<file path="config.mk">
export PLATFORM = sky130hd
export DESIGN_NAME = burst_addr_seq
export DESIGN_NICKNAME = d
export VERILOG_FILES = /design/src/rtl/burst_seq_pkg.sv /design/src/rtl/bsq_capture.sv /design/src/rtl/bsq_counter.sv /design/src/rtl/bsq_lowmap.sv /design/src/rtl/burst_addr_seq.sv
export SDC_FILE = /design/constraint.sdc
export NUM_CORES = 1
export LEC_CHECK = 0
export BUFFER_PORTS_ARGS = -buffer_cell sky130_fd_sc_hd__buf_2
export CAP_MARGIN = 20
export CORE_MARGIN = 2
export CORE_UTILIZATION = 40
export DETAILED_ROUTE_END_ITERATION = 16
export HOLD_SLACK_MARGIN = 0.15
export PLACE_DENSITY = 0.73
export REMOVE_ABC_BUFFERS = 1
export SKIP_CTS_REPAIR_TIMING = 1
export SLEW_MARGIN = 20
export SYNTH_ARGS = -nofsm -noshare
export SYNTH_HDL_FRONTEND = slang
export SYNTH_SLANG_ARGS = --single-unit
export TNS_END_PERCENT = 50
</file>
<file path="constraint.sdc">
create_clock -name clk -period 0.8 [get_ports clk]
set_clock_uncertainty 0.05 [all_clocks]
set_input_delay 0.12 -clock clk [delete_from_list [all_inputs] [get_ports clk]]
set_output_delay 0.12 -clock clk [all_outputs]
set_load 0.01 [all_outputs]
</file>
<file path="src/rtl/burst_seq_pkg.sv">
// Shared types and helpers for the burst address sequencer.
// Assumes a four-beat burst, so the beat index is always two bits wide.
package burst_seq_pkg;

    localparam int BEAT_W = 2;

    typedef enum logic {
        ORDER_LINEAR      = 1'b0,
        ORDER_INTERLEAVED = 1'b1
    } burst_order_e;

    // Low address bits for a given beat of a burst in a given order.
    function automatic logic [BEAT_W-1:0] beat_low(
        input burst_order_e      ord,
        input logic [BEAT_W-1:0] start,
        input logic [BEAT_W-1:0] beat
    );
        logic [BEAT_W-1:0] res;
        if (ord == ORDER_INTERLEAVED) begin
            res = start ^ beat;
        end else begin
            res = start + beat;
        end
        return res;
    endfunction

endpackage

</file>
<file path="src/rtl/bsq_capture.sv">
// Burst start register.
// On a load edge it captures the upper address bits, the start offset and the burst order.
// Assumes that load is already the OR of both strobes.
module bsq_capture
    import burst_seq_pkg::*;
#(
    parameter int ADDR_W = 19
) (
    input  logic                     clk,
    input  logic                     rst_n,
    input  logic                     load,
    input  logic [ADDR_W-1:0]        addr_in,
    input  logic                     order_sel,
    output logic [ADDR_W-1:BEAT_W]   base_hi,
    output logic [BEAT_W-1:0]        start_lo,
    output burst_order_e             order_q
);

    // Hold the burst origin until the next load or reset.
    always_ff @(posedge clk) begin
        if (!rst_n) begin
            base_hi  <= '0;
            start_lo <= '0;
            order_q  <= ORDER_LINEAR;
        end else if (load) begin
            base_hi  <= addr_in[ADDR_W-1:BEAT_W];
            start_lo <= addr_in[BEAT_W-1:0];
            order_q  <= burst_order_e'(order_sel);
        end
    end

endmodule

</file>
<file path="src/rtl/bsq_counter.sv">
// Beat counter.
// It clears on load and otherwise steps once per advance.
// It wraps naturally at its width, so a burst repeats after 2**BEAT_W beats.
// Assumes the caller has already masked advance during load edges.
module bsq_counter
    import burst_seq_pkg::*;
(
    input  logic              clk,
    input  logic              rst_n,
    input  logic              load,
    input  logic              step,
    output logic [BEAT_W-1:0] beat
);

    // Track how many beats have elapsed since the last load.
    always_ff @(posedge clk) begin
        if (!rst_n) begin
            beat <= '0;
        end else if (load) begin
            beat <= '0;
        end else if (step) begin
            beat <= beat + 1'b1;
        end
    end

endmodule

</file>
<file path="src/rtl/bsq_lowmap.sv">
// Low-bit mapper.
// It combines the start offset and the beat index according to the latched order.
// Purely combinational; assumes its inputs come from registers.
module bsq_lowmap
    import burst_seq_pkg::*;
(
    input  burst_order_e      order_q,
    input  logic [BEAT_W-1:0] start_lo,
    input  logic [BEAT_W-1:0] beat,
    output logic [BEAT_W-1:0] addr_lo
);

    // Select the sequenced low bits for the current beat.
    always_comb begin
        addr_lo = beat_low(order_q, start_lo, beat);
    end

endmodule

</file>
<file path="src/rtl/burst_addr_seq.sv">
// Top level of the burst address sequencer.
// Either strobe loads a new origin. The advance input steps the beat counter,
// and the output joins the held upper bits with the mapped low bits.
// Assumes all inputs are synchronous to clk.
module burst_addr_seq
    import burst_seq_pkg::*;
#(
    parameter int ADDR_W = 19
) (
    input  logic              clk,
    input  logic              rst_n,
    input  logic [ADDR_W-1:0] addr_in,
    input  logic              strobe_a_n,
    input  logic              strobe_b_n,
    input  logic              adv_n,
    input  logic              order_sel,
    output logic [ADDR_W-1:0] addr_out
);

    logic                    load;
    logic                    step;
    logic [ADDR_W-1:BEAT_W]  base_hi;
    logic [BEAT_W-1:0]       start_lo;
    logic [BEAT_W-1:0]       beat;
    logic [BEAT_W-1:0]       addr_lo;
    burst_order_e            order_q;

    // Decode the active-low controls; a load overrides an advance.
    always_comb begin
        load = ~strobe_a_n | ~strobe_b_n;
        step = ~adv_n & ~load;
    end

    bsq_capture #(.ADDR_W(ADDR_W)) u_capture (
        .clk       (clk),
        .rst_n     (rst_n),
        .load      (load),
        .addr_in   (addr_in),
        .order_sel (order_sel),
        .base_hi   (base_hi),
        .start_lo  (start_lo),
        .order_q   (order_q)
    );

    bsq_counter u_counter (
        .clk   (clk),
        .rst_n (rst_n),
        .load  (load),
        .step  (step),
        .beat  (beat)
    );

    bsq_lowmap u_lowmap (
        .order_q  (order_q),
        .start_lo (start_lo),
        .beat     (beat),
        .addr_lo  (addr_lo)
    );

    // Assemble the outgoing address.
    always_comb begin
        addr_out = {base_hi, addr_lo};
    end

endmodule

</file>
; Word-level counts from Yosys, hierarchy flattened
; Index checks and enable logic that the tools add are counted.
[totals]
reg_bits = 22
elab_cells = 16
[op_classes]
mux = 1
n_addsub = 2
n_reduce_logical = 1
bitwise = 8
[op_table]
columns = operator, n
row1 = $not 1->1, 5
row2 = $add 2x1->2 const B, 1
row3 = $add 2x2->2, 1
row4 = $mux 2, 1
row5 = $reduce_or 2->1, 1
row6 = $xor 2x2->2, 1
row7 = $and 1x1->1, 1
row8 = $or 1x1->1, 1

; Longest topological paths before layout
[depth]
depth_word = 4
depth_mapped = 4
mapped_depth_nobuf = 3

; Hierarchy
; A second synthesis with hierarchy kept.
[unflattened]
hier_cells = 78
hier_area_um2 = 889.6
[by_module_without_submodules]
columns = mod, cells_per_inst, seq_area_each_um2, area_each_um2, n_inst
row1 = bsq_capture, 64, 400.4, 755.7, 1
row2 = bsq_counter, 8, 40.0, 85.1, 1
row3 = bsq_lowmap, 4, 0.0, 36.3, 1
row4 = burst_addr_seq, 2, 0.0, 12.5, 1

; Least setup slack after synthesis
; No wires, ideal clock.
[synth_timing]
kind = reg2out
start = register u_capture.start_lo[0]
end = output addr_out[1]
setup_slack_ps = -192
required_ps = 630
arrival_time_ps = 822
stages_incl_launch_ff = 4
cell_sequence = dfxtp_1 > ha_1 > nor2b_1 > xnor2_1
[synth_between]
elab_chain_len = 2
[synth_rtl]
columns = element, line
row1 = "start, declared", bsq_capture.sv:15  ; output logic [BEAT_W-1:0] start_lo,
row2 = "start signal, assigned", bsq_capture.sv:27  ; start_lo <= addr_in[BEAT_W-1:0];
row3 = $add 2x2->2, burst_seq_pkg.sv:22  ; res = start + beat;
row4 = $mux 2, burst_seq_pkg.sv:19  ; if (ord == ORDER_INTERLEAVED) begin
row5 = "end, declared", burst_addr_seq.sv:17  ; output logic [ADDR_W-1:0] addr_out
; No other way between the ends.

; Worst setup path in the final report
; Ends and elaborated chain as after synthesis.

==> impl_metrics.py <==
metrics = {
    "sta": {
        "setup_viol": 21,
        "relSlewSlack": 0.800,
        "tightest_slew_ns": 0.300,
        "finalMaxSlewViolations": 0,
        "max_freq_mhz": 746,
        "setup-tns-final_ns": -3.44,
        "hold_violations": 0,
        "period_share": 1.68,
        "fin_crit_ns": 1.34,
        "rsz0062_at_grt": "true",
        "final.setup.worst_slack_ns": -0.540,
    },
    "setup_path": {
        "cp-start-kind": "flop",
        "crit_type": "reg2out",
        "crit_required_ns": 0.63,
        "cp_max_fo": 2,
        "rr_endpoint": "u_counter.beat[1]",
        "cp-end-kind": "output pin",
        "rr_worst_depth": 4,
        "critPathArrivalTime_ns": 1.17,
        "reg2reg_setup_slack_ns": -0.17,
        "r2r_start": "u_counter.beat[0]",
    },
    "logic_synthesis": {
        "netlist_area_um2": 940,
        "synth.area.top_cells": "dfxtp_1 (47%), a21boi_2 (24%), nand2_1 (17%)",
        "yosysTopAreaCellShare": 0.469,
        "ys_ff_latch": 22,
        "syn_area_per_cell_um2": 9.40,
        "yosysSeqAreaShare": 0.469,
        "yosys_warnings": 0,
        "yosysTopAreaCell": "dfxtp_1",
        "syn_inst": 100,
        "synth_cell_type_count": 13,
    },
    "drt": {
        "drtIter0Drc": 2,
        "vias_per_cell": 4.68,
        "dr.pass1.iters": 2,
        "via_count": 908,
        "drtAntennaViolNets": 0,
        "avgRoutedWirePerCell_um": 12.9,
        "drt_wl_total_um": 2500,
        "drcViolationCount": 0,
    },
    "min_path": {
        "hold_depth": 3,
        "hp-class": "in2reg",
        "hold_path_end": "u_counter.beat[0]",
        "hp-start": "adv_n",
    },
    "final_layout": {
        "drive_gt1_frac": 0.566,
        "final_cell_mix": "nand2_1 (42), buf_2 (25), a21boi_2 (20), dlygate4sd3_1 (20), dfxtp_2 (19)",
        "area_growth_pct": 70.2,
        "mostFrequentLayoutCell": "nand2_1",
        "final_util": 0.723,
        "nets": 194,
        "antenna_cells": 0,
    },
    "cts": {
        "cts.path.max_buffers": 2,
        "cts_tree": "built",
        "clk_root_buffer_cell": "clkbuf_4",
        "ctsHtreeMaxLevel": 1,
        "numCtsBuffers": 3,
        "insertion_delay_ns": 0.30,
        "clk_pin_slew_ns": 0.11,
        "clkSinkCount": 22,
    },
    "die": {
        "dieArea_um2": 2750,
        "die_width_um": 52.5,
        "std_cell_rows": 17,
        "core_um2": 2210,
        "initial_core_util": 0.425,
        "io_pins": 44,
        "chipHeight_um": 52.5,
    },
    "global_route": {
        "grt_pass1_vias": 802,
        "antenna_found_initial": 0,
        "grt_start_max_net_pins": 22,
        "grt_usage": 0.161,
        "overflow": 0,
        "grt_pass1_wl_um": 3190,
    },
    "pwr": {
        "power.leakage_nw": 0.706,
        "vdd_ir_drop_max_uv": 1280,
        "power_density_nw_per_um2": 1400,
        "finalPower_w": 0.00224,
    },
    "place": {
        "io_buffers": 43,
        "finalWeightedCongestion": 0.719,
        "dp_hpwl_um": 1550,
    },
    "flow_run": {
        "maxCapViolCount": 0,
    },
    "status": {
        "violations": "setup timing",
        "status": "finished, violations left",
    },
}
-- kinds of logic after synthesis --
family / after synthesis / share of synthesized area
and+or+nand+nor: 48 / 0.208
DFF: 22 / 0.469
AOI/OAI and AO/OA: 20 / 0.240
buffers and inverters: 6 / 0.0426
xor gates and xnor gates: 3 / 0.0280
adders and majority gates: 1 / 0.0133
-- routing by layer --
layer  global-route usage  vias to the layer above  wire, um
met5                    0                        -         0
met4               0.0641                        0        62
met3               0.0486                        6       163
met2                0.310                       26      1380
met1                0.155                      425       894
li1                     -                      451         -
-- Yosys cell counts, drive strengths merged --
library cell	number
nand2	42
dfxtp	22
a21boi	20
buf	4
xnor2	3
clkbuf	2
nor2b	2
and2	1
and2b	1
ha	1
nor2	1
nor3	1
-- power by group --
part           leakage [nW]  internal [W]  switching, W  total (W)
clock network        0.0138      0.000176      0.000320   0.000496
registers             0.188       0.00117     0.0000492    0.00122
logic                 0.504      0.000322      0.000199   0.000521
total                 0.706       0.00167      0.000568    0.00224
-- metrics by stage --
step | setup WS [ns] | hold WS (ns) | instance area, um2 | std cells
3_3_place_gp | -0.229 | 0.326 | 1220 | 171
6_report | -0.540 | 0.0760 | 1600 | 194
4_1_cts | -0.595 | -0.000701 | 1240 | 174
3_5_place_dp | -0.253 | 0.332 | 1220 | 171
5_1_grt | -0.579 | 0.0952 | 1600 | 194
2_1_floorplan | -0.192 | 0.213 | 900 | 94
-- state kept, by name, summed over array words and instances, names as in the netlist --
| signal | flops |
|---|---|
| u_capture.start_lo | 2 |
| u_capture.order_q | 1 |
| u_capture.base_hi | 17 |
| u_counter.beat | 2 |
-- worst max-delay path, stage by stage, from the launching register on --
cell and delay, ns:
dfxtp_2 0.35, ha_4 0.15, nor2b_4 0.11, xnor2_1 0.11, buf_2 0.14
-- how the worst max path moves through the flow --
stage,startpoint,slack (ns),end
after CTS,u_capture.start_lo[0],-0.60,addr_out[1]
final,u_capture.start_lo[0],-0.54,addr_out[1]
after global routing,u_capture.start_lo[0],-0.58,addr_out[1]
after detailed placement,u_capture.start_lo[0],-0.25,addr_out[1]
after floorplan,u_capture.start_lo[0],-0.19,addr_out[1]
after global placement,u_capture.start_lo[0],-0.23,addr_out[1]
-- layout make-up --
cell class / instances / area [um2]
clock buffers: 3 / 22.5
fillers: 162 / 613
multi-input cells: 72 / 479
flip-flops and latches: 22 / 464
well taps: 28 / 35.0
repair buffers: 69 / 598
No activity file was read; power rests on OpenSTA's default activity.
